===== src/rtl/bcd3_pkg.sv =====
package bcd3_pkg;

    localparam int DIGIT_W = 4;

    typedef logic [DIGIT_W-1:0] bcd_t;

    typedef struct packed {
        bcd_t value;
        logic carry;
    } decade_step_t;

    // Increment a decimal digit, reporting the roll from 9 to 0.
    function automatic decade_step_t bcd_step(input bcd_t d);
        decade_step_t r;
        if (d >= bcd_t'(9)) begin
            r.value = '0;
            r.carry = 1'b1;
        end else begin
            r.value = d + bcd_t'(1);
            r.carry = 1'b0;
        end
        return r;
    endfunction

endpackage


===== src/rtl/evt_fall_detect.sv =====
module evt_fall_detect (
    input  logic clk,
    input  logic rst,
    input  logic din,
    output logic fall
);
    logic s_now;
    logic s_prev;

    always_ff @(posedge clk) begin
        if (rst) begin
            s_now  <= 1'b0;
            s_prev <= 1'b0;
        end else begin
            s_now  <= din;
            s_prev <= s_now;
        end
    end

    assign fall = s_prev & ~s_now;
endmodule


===== src/rtl/bcd_decade.sv =====
module bcd_decade
    import bcd3_pkg::*;
(
    input  logic clk,
    input  logic rst,
    input  logic step,
    input  logic carry_in,
    output bcd_t value,
    output logic carry_out
);
    decade_step_t nxt;

    always_comb nxt = bcd_step(value);

    assign carry_out = carry_in & nxt.carry;

    always_ff @(posedge clk) begin
        if (rst)
            value <= '0;
        else if (step && carry_in)
            value <= nxt.value;
    end
endmodule


===== src/rtl/digit_scanner.sv =====
module digit_scanner #(
    parameter int NUM_DIGITS = 3,
    localparam int IW = (NUM_DIGITS > 1) ? $clog2(NUM_DIGITS) : 1
) (
    input  logic                  clk,
    input  logic                  rst,
    input  logic                  tick,
    output logic [IW-1:0]         pos,
    output logic [NUM_DIGITS-1:0] sel_n
);
    always_ff @(posedge clk) begin
        if (rst)
            pos <= '0;
        else if (tick)
            pos <= (pos == IW'(NUM_DIGITS - 1)) ? '0 : pos + IW'(1);
    end

    always_comb begin
        for (int i = 0; i < NUM_DIGITS; i++)
            sel_n[i] = (pos != IW'(i));
    end
endmodule


===== src/rtl/bcd3_scan_counter.sv =====
module bcd3_scan_counter
    import bcd3_pkg::*;
#(
    parameter int NUM_DIGITS = 3,
    localparam int IW = (NUM_DIGITS > 1) ? $clog2(NUM_DIGITS) : 1
) (
    input  logic                  clk,
    input  logic                  rst,
    input  logic                  evt_in,
    input  logic                  evt_inhibit,
    input  logic                  hold,
    input  logic                  scan_tick,
    output logic [DIGIT_W-1:0]    digit_out,
    output logic [NUM_DIGITS-1:0] digit_sel_n,
    output logic                  ovf
);
    logic    evt_fall;
    logic    advance;
    logic [NUM_DIGITS:0] chain;
    bcd_t    live  [NUM_DIGITS];
    bcd_t    held  [NUM_DIGITS];
    bcd_t    shown [NUM_DIGITS];
    logic [IW-1:0] pos;

    evt_fall_detect i_edge (
        .clk  (clk),
        .rst  (rst),
        .din  (evt_in),
        .fall (evt_fall)
    );

    assign advance  = evt_fall & ~evt_inhibit;
    assign chain[0] = 1'b1;

    for (genvar g = 0; g < NUM_DIGITS; g++) begin : g_dec
        bcd_decade i_dec (
            .clk       (clk),
            .rst       (rst),
            .step      (advance),
            .carry_in  (chain[g]),
            .value     (live[g]),
            .carry_out (chain[g+1])
        );

        always_ff @(posedge clk) begin
            if (rst)
                held[g] <= '0;
            else if (!hold)
                held[g] <= live[g];
        end

        assign shown[g] = hold ? held[g] : live[g];
    end

    always_ff @(posedge clk) begin
        if (rst)
            ovf <= 1'b0;
        else
            ovf <= advance & chain[NUM_DIGITS];
    end

    digit_scanner #(.NUM_DIGITS(NUM_DIGITS)) i_scan (
        .clk   (clk),
        .rst   (rst),
        .tick  (scan_tick),
        .pos   (pos),
        .sel_n (digit_sel_n)
    );

    always_comb begin
        digit_out = '0;
        for (int i = 0; i < NUM_DIGITS; i++)
            if (pos == IW'(i))
                digit_out = shown[i];
    end
endmodule


===== config.mk =====
export PLATFORM = sky130hd
export DESIGN_NAME = bcd3_scan_counter
export DESIGN_NICKNAME = d
export VERILOG_FILES = /design/src/rtl/bcd3_pkg.sv /design/src/rtl/evt_fall_detect.sv /design/src/rtl/bcd_decade.sv /design/src/rtl/digit_scanner.sv /design/src/rtl/bcd3_scan_counter.sv
export SDC_FILE = /design/constraint.sdc
export NUM_CORES = 1
export LEC_CHECK = 0
export ABC_AREA = 1
export BUFFER_PORTS_ARGS = -buffer_cell sky130_fd_sc_hd__buf_4
export CORE_MARGIN = 2
export CORE_UTILIZATION = 48
export CTS_BUF_LIST = sky130_fd_sc_hd__clkbuf_16
export DETAILED_ROUTE_END_ITERATION = 12
export GPL_TIMING_DRIVEN = 0
export HOLD_SLACK_MARGIN = 0.15
export PLACE_DENSITY = 0.79
export SLEW_MARGIN = 10
export SYNTH_ARGS = -nofsm -noshare
export SYNTH_HDL_FRONTEND = slang
export SYNTH_HIERARCHICAL = 1
export SYNTH_SLANG_ARGS = --single-unit

===== constraint.sdc =====
create_clock -name clk -period 1.7 [get_ports clk]
set_input_delay 0.34 -clock clk [delete_from_list [all_inputs] [get_ports clk]]
set_output_delay 0.34 -clock clk [all_outputs]
set_load 0.02 [all_outputs]

# ---- Word-level counts from Yosys, hierarchy flattened
# Memory sizes are Yosys's and may differ from the RTL's.
# Cells that the tools add are included.
dict set report op_classes {
  bitwise 10
  n_reduce_logical 4
  muxes 18
  n_lt_le_gt_ge 3
  n_addsub 4
  n_eq_ne 4
}
# operator count
set op_table {}
lappend op_table {{4-bit two-way mux} 9}
lappend op_table {{5-bit two-way mux} 3}
lappend op_table {{4-bit by 1-bit adder with 4-bit output (second input constant)} 3}
lappend op_table {{4-bit greater-or-equal comparator (second input constant)} 3}
lappend op_table {{1-bit AND} 5}
lappend op_table {{1-bit two-way mux} 5}
lappend op_table {{1-bit bitwise OR} 3}
lappend op_table {{2-bit by 1-bit adder with 2-bit output (second input constant)} 1}
lappend op_table {{2-bit by 1-bit equality test with 1-bit output (second input constant)} 1}
lappend op_table {{2-bit equality test (second input constant)} 1}
lappend op_table {{1-bit logical AND} 2}
lappend op_table {{2-bit zero test} 1}
lappend op_table {{2-bit two-way mux} 1}
lappend op_table {{2-bit by 1-bit inequality test with 1-bit output (second input constant)} 1}
lappend op_table {{2-bit inequality test (second input constant)} 1}
lappend op_table {{1-bit inverter} 2}
lappend op_table {{2-bit nonzero test} 1}
dict set report word_totals {
  out_inout_bits 8
  wordCells 51
  reg_bits 17
  ram_bits 12
  inputBits 6
  memories 1
}
# name depth width rd rd_ports_with_merged_regs write_ports line
set memory_table {}
lappend memory_table {held 3 4 3 0 3 bcd3_scan_counter.sv:21} ;# bcd_t held [NUM_DIGITS];

# ---- Logic depth before layout (Yosys ltp)
# Gate-level depths: netlist of the first run.
dict set report depth {
  word_depth 5
  depth_mapped 12
  mapped_depth_nobuf 12
}

# ---- By module
# The synthesis of the first run kept the hierarchy.
# mod instances cells_each seq_area_each_um2 area_each_um2
set modules_own_cells {}
lappend modules_own_cells {bcd_decade 3 35 80.1 271.5}
lappend modules_own_cells {bcd3_scan_counter 1 107 380.4 762.0}
lappend modules_own_cells {digit_scanner 1 15 40.0 95.1}
lappend modules_own_cells {evt_fall_detect 1 8 40.0 65.1}

# ---- Worst setup path after synthesis of the first run
# Ideal clock, no wire load.
dict set report synth_timing {
  kind {flip-flop to flip-flop}
  from {register g_dec[0].i_dec.value[1]}
  to {register g_dec[2].i_dec.value[3]}
  slack_ns 0.109
  arrival_time_ns 1.530
  path_stages_with_launch 12
  required_ns 1.638
  path_buffers 0
  synth_period_minus_slack_ns 1.591
  setup_time_ns 0.062
  cell_sequence {dfxtp_1 > inv_1 > ha_1 > nor2_1 > nand2_1 > and3_2 > and3_2 > nand2_2 > inv_4 > nand3_2 > nand2_4 > nor2_2}
}
dict set report synth_between {
  elab_chain_cells 4
}
# item line
set synth_lines {}
lappend synth_lines {{from (decl)} bcd_decade.sv:8} ;# output bcd_t value,
lappend synth_lines {{from (signal assigned)} bcd_decade.sv:21} ;# value <= nxt.value;
lappend synth_lines {{4-bit greater-or-equal comparator} bcd3_pkg.sv:15} ;# if (d >= bcd_t'(9)) begin
lappend synth_lines {{5-bit two-way mux} bcd3_pkg.sv:15}
lappend synth_lines {{named net chain[1]} bcd3_scan_counter.sv:19} ;# logic [NUM_DIGITS:0] chain;
lappend synth_lines {{1-bit AND} bcd_decade.sv:15} ;# assign carry_out = carry_in & nxt.carry;
lappend synth_lines {{named net chain[2]} bcd3_scan_counter.sv:19}
lappend synth_lines {{1-bit logical AND} bcd_decade.sv:20} ;# else if (step && carry_in)
lappend synth_lines {{to (signal assigned)} bcd_decade.sv:21}
lappend synth_lines {{to (decl)} bcd_decade.sv:8}
# The timed path passes the listed nets, and every way through them passes these cells.
# A chain may end at the register's enable or synchronous reset.

# ---- Final worst setup path of the first run
dict set report layout_timing {
  from {register g_dec[0].i_dec.value[0]}
  to {register g_dec[2].i_dec.value[1]}
}
# The elaborated chain is that of the path after synthesis.

==> results.toml, run 1 <==
[clock_network]
tritoncts = "done"
cts_buffers = 5
clockBufferDepth = 2
cts_root_buf = "clkbuf_16"
h-tree-depth = 2
cts.reportedPaths.clkPinSlew_ns = 0.05
clk_latency_ns = 0.28
clock-sinks = 29

[global_routing]
antenna_found_initial = 0
grt_pass1_vias = 1276
track_usage = 0.174
grt_pass1_wl_mm = 5.43
grt_overflow = 0
globalRouteMet2Util = 0.268
busiest_layer = "met2"
met1_usage = 0.224
use_met3 = 0.0370
grt_max_degree = 13

[place]
portBuffers = 13
dp_hpwl_mm = 2.28
placedCellCount = 295
gp_congestion = 0.724
pre_cts_ws_ns = -0.0702

[power_and_ir_drop]
vdd_ir_drop_max_mv = 0.438
p_leak_nw = 0.959
pwr-share-comb = 0.092
p_clk_frac = 0.473
p_int_w = 0.00133
pwr-share-seq = 0.435
p_switching_w = 0.000400
power_density_nw_per_um2 = 835
switching_share = 0.231

[sta]
rsz0062_at_grt = "no"
finalSetupTns_ns = 0
hold_viol = 0
fmax_mhz = 629
layout_worst_path_cycle_share = 0.936
skew_ns = 0.00575
finalMaxSlewViolations = 0
min_period_ns = 1.59
finalSetupViolCount = 0
setup_slack_ns = 0.109

[cells_and_area]
layout_commonest_cell = "nand2_1"
syn2layout_area_growth_pct = 19.3
drive_gt1_frac = 0.247
nets = 273
fillerInstances = 320
fin_util = 0.607
final_cells = 305
n_antenna_cell = 0
layout_common_cells = "60 x nand2_1, 41 x inv_1, 26 x nor2_1, 18 x nand3_1, 17 x buf_4"

[worst_hold_path]
hold_path_class = "input pin to flop"

[floorplan]
core-area_um2 = 3420
die_w_um = 64.2
fp.dieArea_um2 = 4120
rows = 21
die_h_um = 64.2
initial_core_util = 0.508
io_pins = 14

[drt]
vias = 1412
drtPass1Iterations = 4
wl_per_cell_um = 10.6
drt-total-wl_mm = 3.23
via_per_inst = 4.63
drt_iter0_drc = 91
drc = 0
postRouteAntennaNets = 0

[yosys]
yosysWarnings = 6
seq_area_frac_synth = 0.403
syn_inst = 235
ys_ff_latch = 29
syn-cell-area_um2 = 1740
avgSynthCellArea_um2 = 7.39
synthDistinctLibCells = 23

[setup_path]
worstPathMaxFanout = 6
cp_data_required_time_ns = 1.86
crit_arrival_ns = 1.75
worst_setup_path_start_kind = "flop"
crit_type = "flop to flop"
cp-end-kind = "flop"

[flow_run]
cap_violations = 0

[status]
status = "completed"
[cells by family (layout without fill, tap and decap cells)]
| family | count (synthesis) | after routing | share of synthesized area |
|---|---|---|---|
| flops | 29 | 29 | 0.403 |
| buf+inv | 48 | 71 | 0.117 |
| compound gates | 9 | 9 | 0.0303 |
| simple gates | 136 | 136 | 0.367 |
| xor+xnor | 3 | 3 | 0.0151 |
| fa+ha+maj | 9 | 9 | 0.0648 |
| other cells | 1 | 2 | 0.00216 |
[power by group through the flow]
stage	registers, W	logic, W	clock network (W)
floorplan	0.000765	0.000103	0
global placement	0.000768	0.000153	0
detailed placement	0.000768	0.000155	0
CTS	0.000755	0.000156	0.000833
global route	0.000754	0.000177	0.000876
finish	0.000754	0.000159	0.000818
[sequential cells by signal, summed over array words and instances, names as in the netlist]
name               flops
g_dec.i_dec/value     12
held                  12
i_edge/s_now           1
i_edge/s_prev          1
i_scan/pos             2
ovf                    1
[path summary, 6_finish.rpt]
check        depth (start not counted)                              endpoint                                 start  slack, ns
min                                  3               i_edge/s_now$_SDFF_PP0_                                evt_in       0.27
max reg2reg                         10  g_dec[2].i_dec/value[1]$_SDFFE_PP0P_  g_dec[0].i_dec/value[0]$_SDFFE_PP0P_       0.11
min reg2reg                          2              i_edge/s_prev$_SDFF_PP0_               i_edge/s_now$_SDFF_PP0_       0.43
max                                 10  g_dec[2].i_dec/value[1]$_SDFFE_PP0P_  g_dec[0].i_dec/value[0]$_SDFFE_PP0P_       0.11
[synthesized netlist by cell type]
cell / n / share of area
nand2_1: 60 / 0.13
inv_1: 41 / 0.089
nor2_1: 28 / 0.061
nand3_1: 18 / 0.052
dfxtp_1: 17 / 0.20
nor2_2: 13 / 0.047
edfxtp_1: 12 / 0.21
ha_1: 9 / 0.065
nand2_2: 6 / 0.022
o21ai_0: 5 / 0.014
and3_2: 3 / 0.013
inv_4: 3 / 0.011
nand2_4: 3 / 0.019
nand3_2: 3 / 0.017
o21bai_1: 3 / 0.013
xor2_1: 3 / 0.015
buf_4: 2 / 0.0086
a21oi_1: 1 / 0.0029
buf_6: 1 / 0.0065
conb_1: 1 / 0.0022
inv_2: 1 / 0.0022
or2_1: 1 / 0.0036
or2_2: 1 / 0.0036
[timing repair]
action                                  4_1_cts  5_1_grt
resized for setup                             3        7
pin swaps                                     0        1
endpoints found under the setup margin        4        9
buffers inserted                              0        2
hold buffers                                  0        0
[critical path, cell delays in order, from the launching register on]
cell	delay (ns)
dfxtp_4	0.36
inv_1	0.04
ha_1	0.18
nand2_1	0.09
and3_2	0.20
and3_4	0.20
nand2_4	0.07
inv_4	0.08
nand3_2	0.09
nand2_4	0.12
nor2_2	0.04
[layout make-up]
type	instances	area (um^2)	share of cell area
clock inverter	3	13.8	0.00664
buffer	3	26.3	0.0127
multi-input combinational	159	851	0.411
sequential	29	709	0.342
clock buffer	5	125	0.0604
timing repair buffer	15	113	0.0543
tap	46	57.6	0.0278
inverter	45	176	0.0851
[routing by layer]
metal / vias up / part of all wire / routed length (um)
met2: 22 / 0.46 / 1490
met5: - / 0 / 0
met4: 0 / 0.026 / 83
met3: 7 / 0.033 / 107
li1: 759 / - / -
met1: 624 / 0.48 / 1550
[stage by stage]
step | hold WS (ns) | instance area, um^2 | total power [W]
2_1_floorplan | 0.407 | 1740 | 0.000868
3_3_place_gp | 0.423 | 1900 | 0.000921
3_5_place_dp | 0.429 | 1900 | 0.000924
4_1_cts | 0.270 | 2040 | 0.00174
5_1_grt | 0.287 | 2070 | 0.00181
6_report | 0.272 | 2070 | 0.00173
No activity file was read; power rests on OpenSTA's default activity.
==> run 2, diff against run 1 <==
- CTS_CLUSTER_DIAMETER: default -> 80
- PLACE_DENSITY: 0.79 -> 0.76
- clock period: 1.7 -> 1.5 ns (I/O delays scaled with it)
==> results.toml, run 2 (same netlist as run 1, synthesis figures left out) <==
[floorplan]
fp.dieArea_um2 = 4120
io_pins = 14
rows = 21
die_h_um = 64.2
initial_core_util = 0.508
die_w_um = 64.2
core-area_um2 = 3420

[power_and_ir_drop]
p_leak_nw = 1.02
finalPower_w = 0.00200
vdd_ir_drop_max_mv = 0.563
power_density_nw_per_um2 = 872

[drt]
drc = 0
drt-total-wl_mm = 3.51
drtPass1Iterations = 4
drt_iter0_drc = 60
vias = 1458
postRouteAntennaNets = 0
via_per_inst = 4.72
wl_per_cell_um = 11.3

[place]
gp_congestion = 0.771
dp_hpwl_mm = 2.30
placedCellCount = 295
pre_cts_ws_ns = -0.150
portBuffers = 13

[sta]
worst_pin_slew_ns = 0.506
min_period_ns = 1.51
fmax_mhz = 663
hold_viol = 0
finalSetupViolCount = 3
relSlewSlack = 0.662
layout_worst_path_cycle_share = 1.01
finalMaxSlewViolations = 0
skew_ns = 0.00455
setup_slack_ns = -0.00896
rsz0062_at_grt = "yes"

[setup_path]
cp_data_required_time_ns = 1.66
cp-end-kind = "flop"
crit_arrival_ns = 1.67
worst_setup_path_start_kind = "flop"
crit_type = "flop to flop"
ff2ff_path_depth = 11
worstPathMaxFanout = 5

[clock_network]
h-tree-depth = 2
tritoncts = "done"
clk_latency_ns = 0.27
cts_buffers = 5
clockBufferDepth = 2
cts-hold-fix-buffers = 0
clock-sinks = 29
cts_root_buf = "clkbuf_16"
cts.reportedPaths.clkPinSlew_ns = 0.05

[cells_and_area]
drive_gt1_frac = 0.361
syn2layout_area_growth_pct = 31.9
layout_commonest_cell = "nand2_1"
layout_common_cells = "55 x nand2_1, 35 x inv_1, 24 x nor2_1, 17 x buf_4, 12 x edfxtp_1"
nets = 277
n_antenna_cell = 0
final_cells = 309
reg_top3 = "g_dec.i_dec/value: 12 flops, held: 12 flops, i_scan/pos: 2 flops"

[worst_hold_path]
hold_path_class = "input pin to flop"
holdPathStages = 3

[status]
failed_checks = "setup timing"
status = "complete, but fails checks"

[global_routing]
grt_overflow = 0
grt_pass1_vias = 1299
grt_pass1_wl_mm = 5.87
antenna_found_initial = 0
grt_max_degree = 13
track_usage = 0.189

[flow_run]
cap_violations = 0
[run 2: through the flow]
stage               hold slack (ns)  area (um^2)  utilization    TNS, ns
floorplan                     0.367         1750            -  -0.000982
global placement              0.423         1910        0.558     -0.517
detailed placement            0.430         1910        0.558     -0.659
CTS                           0.243         2150        0.630    -0.0856
global route                  0.250         2290        0.671     -0.484
finish                        0.249         2290        0.671    -0.0208
[run 2: metal layers]
layer  track usage  up-vias  part of all wire  wire length, um
met5             0        -                 0                0
met4        0.0824        0             0.016               57
met3        0.0599        7             0.048              168
met2         0.298       28              0.50             1760
met1         0.236      658              0.43             1520
li1              -      765                 -                -
[run 2: power breakdown]
part           leakage, nW  switching, W  total [W]  internal (W)
clock               0.0687      0.000327   0.000923      0.000597
sequential           0.277     0.0000179   0.000857      0.000839
combinational        0.677      0.000128   0.000218     0.0000904
[run 2: layout make-up]
type                            count  area (um^2)
Clock inverter                      3         12.5
Sequential cell                    29          722
Fill cell                         281         1120
Inverter                           45          189
Clock buffer                        5          125
Multi-Input combinational cell    159         1000
Buffer                              3         26.3
Tap cell                           46         57.6
Timing Repair Buffer               19          158
[run 2: worst max-delay path, cell delays in order (launching register included)]
cell and delay (ns):
dfxtp_2 0.33, inv_4 0.07, ha_4 0.13, nor2_4 0.04
nand2_4 0.07, and3_4 0.17, and3_4 0.21, nand2_8 0.08
inv_6 0.07, nand3_4 0.08, nand2_4 0.11, nor2_2 0.04
[run 2: final timing paths]
check	startpoint	to	slack, ns
min	evt_in	i_edge/s_now$_SDFF_PP0_	0.25
max reg2reg	g_dec[0].i_dec/value[1]$_SDFFE_PP0P_	g_dec[2].i_dec/value[0]$_SDFFE_PP0P_	-0.009
min reg2reg	i_edge/s_now$_SDFF_PP0_	i_edge/s_prev$_SDFF_PP0_	0.44
max	g_dec[0].i_dec/value[1]$_SDFFE_PP0P_	g_dec[2].i_dec/value[0]$_SDFFE_PP0P_	-0.009
[run 2: repair_timing]
action / 4_1_cts / 5_1_grt
pin swaps: 2 / 10
buffers inserted: 5 / 1
setup endpoints to repair: 9 / 17
gates resized for setup: 23 / 37
==> run 3, diff against run 2 <==
- ABC_AREA: 1 -> default
==> results.toml, run 3 <==
[global_routing]
grt_pass1_wl_mm = 6.28
use_met3 = 0.0580
grt_pass1_vias = 1336
grt_overflow = 0
busiest_layer = "met2"
grt_max_degree = 24
met1_usage = 0.242
antenna_found_initial = 0
globalRouteMet2Util = 0.363
track_usage = 0.213

[power_and_ir_drop]
power_density_nw_per_um2 = 850
switching_share = 0.224
pwr-share-comb = 0.091
pwr-share-seq = 0.432
vdd_ir_drop_max_mv = 0.674
p_int_w = 0.00154
p_clk_frac = 0.477
p_leak_nw = 0.949
p_switching_w = 0.000444

[place]
gp_congestion = 0.757
dp_hpwl_mm = 2.25
pre_cts_ws_ns = -0.535
portBuffers = 12
placedCellCount = 213

[yosys]
avgSynthCellArea_um2 = 10.6
synthDistinctLibCells = 37
syn_inst = 153
synth_area_leaders = "edfxtp_1 22%, dfxtp_1 21%, ha_1 6.9%"
synth_most_common_cell = "dfxtp_1"
seq_area_frac_synth = 0.430
synth_top_area_cell = "edfxtp_1"
yosysWarnings = 6
yosys.area.top_type_share = 0.221
syn-cell-area_um2 = 1630
yosys-top-cells-count = "17 x dfxtp_1, 16 x inv_1, 12 x and2_1, 12 x edfxtp_1"
synth_edf_count = 12
ys_async_sr_fraction = 0
synth_ff_type = "dfxtp_1"
ys_ff_latch = 29

[drt]
vias = 1292
wl_per_cell_um = 15.5
drc = 0
drt-total-wl_mm = 3.73
drt_iter0_drc = 48
via_per_inst = 5.38
postRouteAntennaNets = 0
drtPass1Iterations = 4

[sta]
layout_worst_path_cycle_share = 1.33
fmax_mhz = 500
skew_ns = 0.00367
relSlewSlack = 0.618
finalMaxSlewViolations = 0
finalSetupViolCount = 12
min_period_ns = 2.00
hold_viol = 0
setup_slack_ns = -0.501
rsz0062_at_grt = "yes"
worst_pin_slew_ns = 0.573

[setup_path]
cp_data_required_time_ns = 1.20
crit_arrival_ns = 1.70
cp_slowest_cell = "mux4_2"
crit_buf_inv = 2
crit_path_max_incr_delay_ns = 0.46
path_common_cell = "buf_6"
worst_setup_path_start_kind = "flop"
crit_type = "flop to output pin"
crit_chain = "buf_6 > mux2_4 > mux4_2 > buf_6"
worstPathMaxFanout = 8
cp-end-kind = "output pin"
cp_top_family = "multiplexers"

[flow_run]
cap_violations = 0

[clock_network]
clockBufferDepth = 2
cts_root_buf = "clkbuf_16"
cts.reportedPaths.clkPinSlew_ns = 0.05
h-tree-depth = 2
tritoncts = "done"
cts_buffers = 5
clk_latency_ns = 0.27
clock-sinks = 29

[cells_and_area]
syn2layout_area_growth_pct = 43.1
n_antenna_cell = 0
drive_gt1_frac = 0.485
nets = 208
reg_top3 = "g_dec.i_dec/value: 12 flops, held: 12 flops, i_scan/pos: 2 flops"
layout_common_cells = "18 x buf_4, 14 x buf_6, 12 x inv_1, 12 x and2_1, 12 x edfxtp_1"
layout_commonest_cell = "buf_4"
fillerInstances = 230
final_cells = 240

[floorplan]
fp.dieArea_um2 = 3870
die_h_um = 62.2
initial_core_util = 0.496
io_pins = 14
rows = 21
core-area_um2 = 3280
die_w_um = 62.2

[worst_hold_path]
hold_path_class = "input pin to flop"

[status]
status = "complete, but fails checks"
failed_checks = "setup timing"
-- run 3: cell count changes after synthesis, moves of 7 or more --
cell	previous run	this run
and2_1	0	12
nand2_1	60	0
nor2_1	28	7
inv_1	41	16
nand2b_1	0	7
nor2_2	13	0
nand3_1	18	9
-- run 3: final timing paths --
path                                                      startpoint                              endpoint  slack (ns)  depth (start not counted)
worst min register to register               i_edge/s_now$_SDFF_PP0_              i_edge/s_prev$_SDFF_PP0_        0.47                          1
worst min-delay path                                          evt_in               i_edge/s_now$_SDFF_PP0_        0.24                          2
worst max register to register  g_dec[0].i_dec/value[0]$_SDFFE_PP0P_  g_dec[2].i_dec/value[2]$_SDFFE_PP0P_       -0.35                          8
worst max-delay path                      i_scan/pos[1]$_SDFFE_PP0P_                          digit_out[0]       -0.50                          4
-- run 3: area by class of cell --
class | count | area, um^2 | share of cell area
timing repair buffer | 31 | 282 | 0.121
tap | 46 | 57.6 | 0.0247
clock inverter | 3 | 17.5 | 0.00752
clock buffer | 5 | 125 | 0.0537
inverter | 16 | 65.1 | 0.0279
multi-input combinational | 107 | 1040 | 0.448
buffer | 3 | 20.0 | 0.00859
sequential | 29 | 718 | 0.308
-- run 3: power by group through the flow --
stage	registers [W]	clock network, W	logic (W)
floorplan	0.000870	0	0.0000969
global placement	0.000873	0	0.000141
detailed placement	0.000875	0	0.000145
CTS	0.000856	0.000954	0.000165
global route	0.000859	0.00101	0.000193
finish	0.000856	0.000944	0.000180
-- run 3: repair_timing --
action / CTS / global route
setup buffers: 13 / 5
pin swaps: 11 / 8
endpoints found under the setup margin: 15 / 17
hold endpoints to repair: 0 / 0
hold buffers: 0 / 0
gates cloned: 1 / 0
gates resized for setup: 27 / 24
-- run 3: per-stage QoR --
step	area, um^2	power (W)	setup TNS, ns	hold WS [ns]	utilization
3_3_place_gp	1850	0.00101	-2.92	0.446	0.564
2_1_floorplan	1700	0.000967	-0.463	0.359	-
6_report	2330	0.00198	-3.08	0.241	0.709
5_1_grt	2330	0.00206	-3.91	0.261	0.709
4_1_cts	2190	0.00197	-2.81	0.239	0.666
3_5_place_dp	1850	0.00102	-3.53	0.461	0.564
-- run 3: kinds of logic after synthesis --
family          synth area share
buf+inv                   0.0492
simple gates               0.235
flops                      0.430
other cells              0.00230
compound gates             0.104
fa+ha+maj                 0.0692
mux                        0.110
-- run 3: per-layer routing --
layer | up-vias | share of wire
met5 | - | 0
met1 | 627 | 0.41
met2 | 34 | 0.51
li1 | 616 | -
met4 | 0 | 0.045
met3 | 15 | 0.036
